`config.mk`:
```
export PLATFORM = sky130hd
export DESIGN_NAME = busctl_target
export DESIGN_NICKNAME = d
export VERILOG_FILES = /design/src/rtl/busctl_pkg.sv /design/src/rtl/busctl_sync.sv /design/src/rtl/busctl_cond.sv /design/src/rtl/busctl_target.sv
export SDC_FILE = /design/constraint.sdc
export NUM_CORES = 1
export LEC_CHECK = 0
export ABC_AREA = 1
export BUFFER_PORTS_ARGS = -buffer_cell sky130_fd_sc_hd__buf_2
export CAP_MARGIN = 20
export CORE_MARGIN = 10
export CORE_UTILIZATION = 53
export CTS_CLUSTER_SIZE = 14
export DETAILED_ROUTE_END_ITERATION = 8
export PLACE_DENSITY = 0.8
export SLEW_MARGIN = 20
export SYNTH_ARGS = -nofsm -noshare
export SYNTH_HDL_FRONTEND = slang
export SYNTH_SLANG_ARGS = --single-unit
export TNS_END_PERCENT = 20
```
`constraint.sdc`:
```
create_clock -name clk -period 1.6 [get_ports clk]
set_input_delay 0.48 -clock clk [delete_from_list [all_inputs] [get_ports clk]]
set_output_delay 0.48 -clock clk [all_outputs]
set_load 0.01 [all_outputs]
```
`src/rtl/busctl_pkg.sv`:
```
package busctl_pkg;

    localparam int BYTE_W = 8;

    typedef enum logic [2:0] {
        ST_IDLE,
        ST_ADDR,
        ST_ADDR_ACK,
        ST_WDATA,
        ST_WDATA_ACK,
        ST_RDATA,
        ST_RDATA_ACK,
        ST_DONE
    } bus_state_t;

endpackage

```
`src/rtl/busctl_sync.sv`:
```
module busctl_sync #(
    parameter int STAGES = 2,
    parameter int WIDTH  = 2
) (
    input  logic             clk,
    input  logic             rst_n,
    input  logic [WIDTH-1:0] d,
    output logic [WIDTH-1:0] q
);

    logic [WIDTH-1:0] pipe [STAGES];

    genvar g;
    generate
        for (g = 0; g < STAGES; g++) begin : g_stage
            if (g == 0) begin : g_first
                always_ff @(posedge clk or negedge rst_n) begin
                    if (!rst_n) pipe[0] <= '1;
                    else        pipe[0] <= d;
                end
            end else begin : g_next
                always_ff @(posedge clk or negedge rst_n) begin
                    if (!rst_n) pipe[g] <= '1;
                    else        pipe[g] <= pipe[g-1];
                end
            end
        end
    endgenerate

    assign q = pipe[STAGES-1];

endmodule

```
`src/rtl/busctl_cond.sv`:
```
module busctl_cond (
    input  logic clk,
    input  logic rst_n,
    input  logic scl_s,
    input  logic sda_s,
    output logic scl_rise,
    output logic scl_fall,
    output logic start_ev,
    output logic stop_ev
);

    logic scl_d;
    logic sda_d;

    always_ff @(posedge clk or negedge rst_n) begin
        if (!rst_n) begin
            scl_d <= 1'b1;
            sda_d <= 1'b1;
        end else begin
            scl_d <= scl_s;
            sda_d <= sda_s;
        end
    end

    assign scl_rise = scl_s & ~scl_d;
    assign scl_fall = ~scl_s & scl_d;
    assign start_ev = scl_s & scl_d & sda_d & ~sda_s;
    assign stop_ev  = scl_s & scl_d & ~sda_d & sda_s;

endmodule

```
`src/rtl/busctl_target.sv`:
```
module busctl_target
    import busctl_pkg::*;
#(
    parameter logic [6:0] DEV_ADDR    = 7'b0001000,
    parameter int         SYNC_STAGES = 2
) (
    input  logic              clk,
    input  logic              rst_n,
    input  logic              scl_i,
    input  logic              sda_i,
    input  logic              pwr_ok,
    output logic              sda_oe,
    output logic [BYTE_W-1:0] ctrl_q
);

    localparam int CNT_W = $clog2(BYTE_W + 1);
    localparam logic [CNT_W-1:0] CNT_FULL = CNT_W'(BYTE_W);
    localparam logic [CNT_W-1:0] CNT_LAST = CNT_W'(BYTE_W - 1);

    logic [1:0]        line_s;
    logic              scl_s, sda_s;
    logic              scl_rise, scl_fall, start_ev, stop_ev;
    bus_state_t        state, state_d;
    logic [CNT_W-1:0]  bit_cnt;
    logic [BYTE_W-1:0] shreg;
    logic              addr_hit;
    logic              ack_ok;

    busctl_sync #(.STAGES(SYNC_STAGES), .WIDTH(2)) u_sync (
        .clk   (clk),
        .rst_n (rst_n),
        .d     ({scl_i, sda_i}),
        .q     (line_s)
    );

    assign scl_s = line_s[1];
    assign sda_s = line_s[0];

    busctl_cond u_cond (
        .clk      (clk),
        .rst_n    (rst_n),
        .scl_s    (scl_s),
        .sda_s    (sda_s),
        .scl_rise (scl_rise),
        .scl_fall (scl_fall),
        .start_ev (start_ev),
        .stop_ev  (stop_ev)
    );

    assign addr_hit = (shreg[BYTE_W-1:1] == DEV_ADDR);
    assign ack_ok   = pwr_ok && ((state == ST_WDATA) || addr_hit);

    // State register
    always_ff @(posedge clk or negedge rst_n) begin
        if (!rst_n) state <= ST_IDLE;
        else        state <= state_d;
    end

    // Next-state logic
    always_comb begin
        state_d = state;
        if (stop_ev) begin
            state_d = ST_IDLE;
        end else if (start_ev) begin
            state_d = ST_ADDR;
        end else begin
            unique case (state)
                ST_IDLE: state_d = ST_IDLE;
                ST_ADDR: begin
                    if (scl_fall && bit_cnt == CNT_FULL)
                        state_d = ack_ok ? ST_ADDR_ACK : ST_IDLE;
                end
                ST_ADDR_ACK: begin
                    if (scl_fall) state_d = shreg[0] ? ST_RDATA : ST_WDATA;
                end
                ST_WDATA: begin
                    if (scl_fall && bit_cnt == CNT_FULL)
                        state_d = ack_ok ? ST_WDATA_ACK : ST_DONE;
                end
                ST_WDATA_ACK: begin
                    if (scl_fall) state_d = ST_DONE;
                end
                ST_RDATA: begin
                    if (scl_fall && bit_cnt == CNT_LAST) state_d = ST_RDATA_ACK;
                end
                ST_RDATA_ACK: begin
                    if (scl_fall) state_d = ST_DONE;
                end
                ST_DONE: state_d = ST_DONE;
                default: state_d = ST_IDLE;
            endcase
        end
    end

    // Outputs and datapath
    always_ff @(posedge clk or negedge rst_n) begin
        if (!rst_n) begin
            bit_cnt <= '0;
            shreg   <= '0;
            sda_oe  <= 1'b0;
            ctrl_q  <= '0;
        end else if (stop_ev || start_ev) begin
            bit_cnt <= '0;
            sda_oe  <= 1'b0;
        end else begin
            unique case (state)
                ST_ADDR, ST_WDATA: begin
                    if (scl_rise && bit_cnt < CNT_FULL) begin
                        shreg   <= {shreg[BYTE_W-2:0], sda_s};
                        bit_cnt <= bit_cnt + 1'b1;
                    end
                    if (scl_fall && bit_cnt == CNT_FULL) begin
                        sda_oe  <= ack_ok;
                        bit_cnt <= '0;
                    end
                end
                ST_ADDR_ACK: begin
                    if (scl_fall) begin
                        bit_cnt <= '0;
                        if (shreg[0]) begin
                            shreg  <= ctrl_q;
                            sda_oe <= ~ctrl_q[BYTE_W-1];
                        end else begin
                            sda_oe <= 1'b0;
                        end
                    end
                end
                ST_WDATA_ACK: begin
                    if (scl_fall) begin
                        ctrl_q <= shreg;
                        sda_oe <= 1'b0;
                    end
                end
                ST_RDATA: begin
                    if (scl_fall) begin
                        if (bit_cnt == CNT_LAST) begin
                            sda_oe <= 1'b0;
                        end else begin
                            sda_oe  <= ~shreg[BYTE_W-2];
                            shreg   <= {shreg[BYTE_W-2:0], 1'b0};
                            bit_cnt <= bit_cnt + 1'b1;
                        end
                    end
                end
                ST_RDATA_ACK: begin
                    if (scl_fall) sda_oe <= 1'b0;
                end
                default: ;
            endcase
        end
    end

    AST_ACK_NEEDS_POWER: assert property (@(posedge clk) disable iff (!rst_n)
        $rose(sda_oe) && (state == ST_ADDR_ACK || state == ST_WDATA_ACK) |-> $past(pwr_ok));

    AST_OE_SCL_LOW: assert property (@(posedge clk) disable iff (!rst_n)
        !$stable(sda_oe) && !$past(start_ev || stop_ev) |-> !$past(scl_s));

    AST_COMMIT_AFTER_ACK: assert property (@(posedge clk) disable iff (!rst_n)
        !$stable(ctrl_q) |-> $past(state == ST_WDATA_ACK));

    AST_COUNT_BOUND: assert property (@(posedge clk) disable iff (!rst_n)
        bit_cnt <= CNT_FULL);

    AST_IDLE_RELEASED: assert property (@(posedge clk) disable iff (!rst_n)
        (state == ST_IDLE || state == ST_DONE) |-> !sda_oe);

endmodule

```
Yosys cells after proc, flatten, opt, wreduce, memory -nomap -nowiden
Cells that the tools add are included.
{"block": "totals", "reg_bits": 30, "inputBits": 5, "out_inout_bits": 9}
{"block": "classes", "add_sub_neg": 1, "magnitude_cmp": 1, "eq_ne": 26, "muxes": 32, "bitwise_logic": 14, "n_reduce_logical": 18}
{"cell": "$mux W8", "count": 5}
{"cell": "$mux W3", "count": 8}
{"cell": "$mux W4", "count": 6}
{"cell": "$pmux W8 S3", "count": 1}
{"cell": "$pmux W3 S7", "count": 1}
{"cell": "$ne A4 B4 Y1 const B", "count": 4}
{"cell": "$reduce_and A5 Y1", "count": 3}
{"cell": "$eq A3 B3 Y1 const B", "count": 4}
{"cell": "$ne A3 B3 Y1 const B", "count": 4}
{"cell": "$pmux W4 S3", "count": 1}
{"cell": "$ne A2 B2 Y1 const B", "count": 5}
{"cell": "$and A1 B1 Y1", "count": 7}
{"cell": "$eq A7 B4 Y1 const B", "count": 1}
{"cell": "$mux W1", "count": 7}
{"cell": "$not A1 Y1", "count": 7}
{"cell": "$reduce_and A7 Y1", "count": 1}
{"cell": "$eq A3 B2 Y1 const B", "count": 2}
{"cell": "$reduce_and A6 Y1", "count": 1}
{"cell": "$reduce_bool A5 Y1", "count": 1}
{"cell": "$add A4 B1 Y4 const B", "count": 1}
{"cell": "$eq A4 B3 Y1 const B", "count": 1}
{"cell": "$eq A4 B4 Y1 const B", "count": 1}
{"cell": "$logic_and A1 B1 Y1", "count": 4}
{"cell": "$lt A4 B4 Y1 const B", "count": 1}
{"cell": "other kinds (12)", "count": 15}

Logic depth before layout (Yosys ltp)
{"block": "depth", "ltp_word": 8, "ltp_mapped": 10, "ltp_nobuf": 10}

Cells and area by module
Synthesis repeated with hierarchy kept, for this count alone.
{"block": "unflattened", "hier_cells": 242, "area_unflattened_um2": 1742.9}
{"mod": "busctl_target", "instances": 1, "cells_each": 223, "area_each_um2": 1529.0}
{"mod": "busctl_sync", "instances": 1, "cells_each": 6, "area_each_um2": 120.1}
{"mod": "busctl_cond", "instances": 1, "cells_each": 13, "area_each_um2": 93.8}

Least setup slack after synthesis
OpenSTA, ideal clock, no wires.
{"block": "synth_timing", "path_type": "register to register", "from": "register bit_cnt[0]", "to": "register shreg[2]", "t_arrival_ns": 1.382, "path_slack_ns": 0.095, "stages_incl_launch_ff": 11, "period_less_slack_ns": 1.505, "cell_sequence": "dfrtp_1 -> ha_1 -> nand2_1 -> nor2_1 -> nand2_1 -> nand2_1 -> a21oi_4 -> nand3_4 -> buf_6 -> nand2_2 -> o21ai_2"}
{"block": "synth_via", "elab_chain_len": 4}
{"element": "start: declaration", "line": "busctl_target.sv:24", "rtl": "logic [CNT_W-1:0] bit_cnt;"}
{"element": "start signal: assignment", "line": "busctl_target.sv:110", "rtl": "bit_cnt <= bit_cnt + 1'b1;"}
{"element": "start signal: assignment", "line": "busctl_target.sv:141", "rtl": "bit_cnt <= bit_cnt + 1'b1;"}
{"element": "$lt A4 B4 Y1", "line": "busctl_target.sv:108", "rtl": "if (scl_rise && bit_cnt < CNT_FULL) begin"}
{"element": "$logic_and A1 B1 Y1", "line": "busctl_target.sv:108"}
{"element": "$ne A2 B2 Y1 (no line)"}
{"element": "$reduce_and A7 Y1 (no line) *"}
{"element": "end signal: assignment", "line": "busctl_target.sv:109", "rtl": "shreg <= {shreg[BYTE_W-2:0], sda_s};"}
{"element": "end signal: assignment", "line": "busctl_target.sv:121", "rtl": "shreg <= ctrl_q;"}
{"element": "end signal: assignment", "line": "busctl_target.sv:140", "rtl": "shreg <= {shreg[BYTE_W-2:0], 1'b0};"}
{"element": "end: declaration", "line": "busctl_target.sv:25", "rtl": "logic [BYTE_W-1:0] shreg;"}
Every way passes the cells marked *; elsewhere a longest branch is shown, timed or not.
A chain may end at the register's enable or synchronous reset.

Worst setup path in the final report
{"block": "layout_timing", "from": "register u_sync.pipe, in the netlist u_sync.q[1]", "to": "register bit_cnt[2]"}
{"block": "layout_via", "elab_chain_len": 6}
{"element": "start: declaration", "line": "busctl_sync.sv:11", "rtl": "logic [WIDTH-1:0] pipe [STAGES];"}
{"element": "start signal: indexed assignment", "line": "busctl_sync.sv:24", "rtl": "else pipe[g] <= pipe[g-1];"}
{"element": "$and A1 B1 Y1 / $not A1 Y1 (equally long branches)", "line": "busctl_cond.sv:27, busctl_cond.sv:28, busctl_cond.sv:26"}
{"element": "$and A1 B1 Y1 (on tied branches)", "line": "busctl_cond.sv:28, busctl_cond.sv:26, busctl_cond.sv:27"}
{"element": "$and A1 B1 Y1 (tied with other cells)", "line": "busctl_cond.sv:28", "rtl": "assign stop_ev = scl_s & scl_d & ~sda_d & sda_s;"}
{"element": "$logic_or A1 B1 Y1 / $mux W4 (equally long branches)", "line": "busctl_target.sv:102, busctl_target.sv:112"}
{"element": "$ne A4 B4 Y1 (no line) (tied with other cells)"}
{"element": "$reduce_and A5 Y1 (no line) / $mux W4 (equally long branches)"}
Several ways; a longest one is shown, not always the timed one.

==> results.json <==
{
  "grt_max_degree": 19,
  "hold_path.class": "input port to async pin",
  "cts.path.max_buffers": 2,
  "postSynthCellCount": 211,
  "finalHoldViolCount": 0,
  "fin_util_pct": 67.0,
  "final_area_mm2": 0.00204,
  "crit_chain": "nand2_1 -> nor2_4 -> nor2_4 -> nand3_1 -> nand2_1 -> nor2_4 -> nand2_1 -> nand2_1",
  "synthFlopType": "dfrtp_1",
  "ys_types": 27,
  "nets": 247,
  "drtAntennaViolNets": 0,
  "start_util_pct": 55.1,
  "die_h_um": 76.4,
  "gr-usage-all-layers_pct": 13.6,
  "grt_pass1_wl_mm": 6.58,
  "die_w_um": 76.4,
  "routedWlPerCell_um": 13.4,
  "routed_wl_mm": 3.81,
  "gp_congestion": 0.954,
  "power_leakage_uw": 0.00102,
  "drive_gt1_share_pct": 29.9,
  "hpwlAfterDp_mm": 2.76,
  "grt_pass1_vias": 1516,
  "dieArea_mm2": 0.00583,
  "status": "finished, final reports clean",
  "crit_path_start_kind": "register",
  "slowest_delay_ns": 0.59,
  "crit_fanout": 7,
  "multiInputGateArea_um2": 870,
  "syn_to_final_growth_pct": 21.5,
  "route.detailed.drc": 0,
  "synth_seq_cells": 30,
  "cts_sinks": 30,
  "placed_area_mm2": 0.00188,
  "finalCritPeriodShare_pct": 99.6,
  "ys_async_sr_fraction_pct": 100,
  "clk_latency_ns": 0.34,
  "slew_headroom_pct": 77.5,
  "row_count": 20,
  "rr_startpoint": "u_sync.q[1]",
  "syn_nets": 218,
  "synth_edf_count": 0,
  "grt_overflow": 0,
  "avgSynthCellArea_um2": 7.98,
  "period_minus_slack_ns": 1.59,
  "core_mm2": 0.00305,
  "drv_cap": 0,
  "antenna_found_initial": 0,
  "cts_buffers": 5,
  "arrival_ns": 1.87,
  "numPortBuffers": 13,
  "drtPass1Iterations": 5,
  "finClkSkew_ns": 0.0107,
  "critPathMostFrequentCell": "nand2_1",
  "hold_buffers": 0,
  "drt-vias-per-instance": 5.34,
  "cp_slowest_cell": "dfstp_2",
  "rsz0062_at_grt": "yes",
  "worst_slew_pin_slew_ns": 0.338,
  "antenna_cells": 0,
  "nFillCells": 245,
  "critPathCaptureType": "register",
  "finalSetupTns_ns": 0,
  "ctsRootBufferMaster": "clkbuf_4",
  "num_vias": 1523,
  "crit_required_ns": 1.88,
  "cts-htree-levels": 2,
  "crit_type": "register to register",
  "r2r_cells": 8,
  "clk_pin_slew_ns": 0.10,
  "drt_iter0_drc": 124,
  "power.density_mw_per_mm2": 1930,
  "cts_tree": "built",
  "register_area_um2": 758,
  "r2r-end": "bit_cnt[2]",
  "vdd_drop_max_mv": 1.06,
  "yosys_warnings": 0,
  "total_power_uw": 3940,
  "synth_area_mm2": 0.00168,
  "max_freq_mhz": 627,
  "ys_seq_area_share_pct": 45.1,
  "setup_violations": 0,
  "critPathBufInv": 0,
  "cp_top_family": "simple AND/OR/NAND/NOR gates",
  "reg2reg_setup_slack_ns": 0.006,
  "drv_slew": 0,
  "num_io_pins": 14
}
-- what timing repair did --
action / CTS / global route
resized for setup: 4 / 8
buffers inserted: 0 / 0
setup endpoints to repair: 12 / 23
pin swaps: 1 / 3
cloned: 1 / 0
-- cells in the mapped netlist, types with 5 or more instances --
cell type	n	area share, %
nand3_1	14	4.2
inv_1	21	4.7
nor2_1	23	5.1
dfstp_2	6	9.4
a22oi_1	6	2.7
nand2_1	61	14
a21oi_1	5	1.5
dfrtp_1	24	36
o21ai_2	7	3.6
o21ai_0	10	3.0
nand2_2	5	1.9
-- sequential cells by signal, summed over array words and instances, names as in the netlist --
name,count
u_sync.q,2
sda_oe,1
bit_cnt,4
state,3
u_cond.scl_d,1
u_sync.pipe,2
ctrl_q,8
u_cond.sda_d,1
shreg,8
-- logic make-up (layout without fill, tap and decap cells) --
family                   Yosys count  in the layout  synth area share (%)
flip-flops                        30             30                  45.1
buffers and inverters             27             56                  6.69
XOR/XNOR                           1              1                 0.521
multiplexers                       3              3                  2.01
AO/OA/AOI/OAI                     32             32                  13.5
AND/OR/NAND/NOR                  116            117                  30.8
adder cells (fa/ha/maj)            2              2                  1.49
-- routing by layer --
layer | global-route usage [%] | part of all wire (%)
met3 | 4.36 | 5.5
met5 | 0 | 0
met2 | 22.3 | 48
met1 | 15.6 | 44
met4 | 6.88 | 2.7
-- where the power goes --
| part | internal, uW | total [uW] | switching (uW) |
|---|---|---|---|
| Combinational | 714 | 1840 | 1130 |
| Clock | 529 | 798 | 269 |
| Sequential | 1030 | 1300 | 270 |
-- worst max-delay path by stage --
stage	start	to	slack (ns)	depth (start not counted)
final	u_sync.q[1]	bit_cnt[2]	0.006	8
after global routing	u_sync.q[1]	bit_cnt[1]	-0.12	8
after CTS	u_cond.scl_d	shreg[0]	0.03	8
after detailed placement	u_cond.scl_d	shreg[5]	-0.04	7
after global placement	u_cond.scl_d	shreg[1]	-0.03	7
after floorplan	bit_cnt[0]	shreg[2]	0.1	10
-- placed cells by master (no fill, tap or decap), types with 3 or more instances in the layout --
master    count
nand2_1      60
dfrtp_1      24
inv_1        20
nor2_1       20
nand3_1      13
buf_2        13
o21ai_0      10
buf_4        10
o21ai_2       7
a22oi_1       6
dfstp_2       6
nor2_4        5
a21oi_1       5
nand2_2       5
clkbuf_4      5
inv_2         4
nand3_2       3
nand4_1       3
nor3_1        3
mux2_2        3
-- final cells by class --
cell class	count	area share, %
Multi-Input combinational cell	155	42.5
Sequential cell	30	37.1
Timing Repair Buffer	24	7.83
Inverter	24	4.41
Clock inverter	2	2.94
Tap cell	44	2.69
Clock buffer	6	2.51
-- stage by stage --
| step | worst slack (ns) | instances | hold slack, ns |
|---|---|---|---|
| 4_1_cts | 0.0251 | 285 | 0.0217 |
| 5_1_grt | -0.121 | 285 | 0.0292 |
| 3_3_place_gp | -0.0299 | 276 | 0.346 |
| 3_5_place_dp | -0.0394 | 276 | 0.349 |
| 2_1_floorplan | 0.0951 | 211 | 0.184 |
| 6_report | 0.00611 | 285 | 0.0201 |
(Power assumes the default switching activity.)
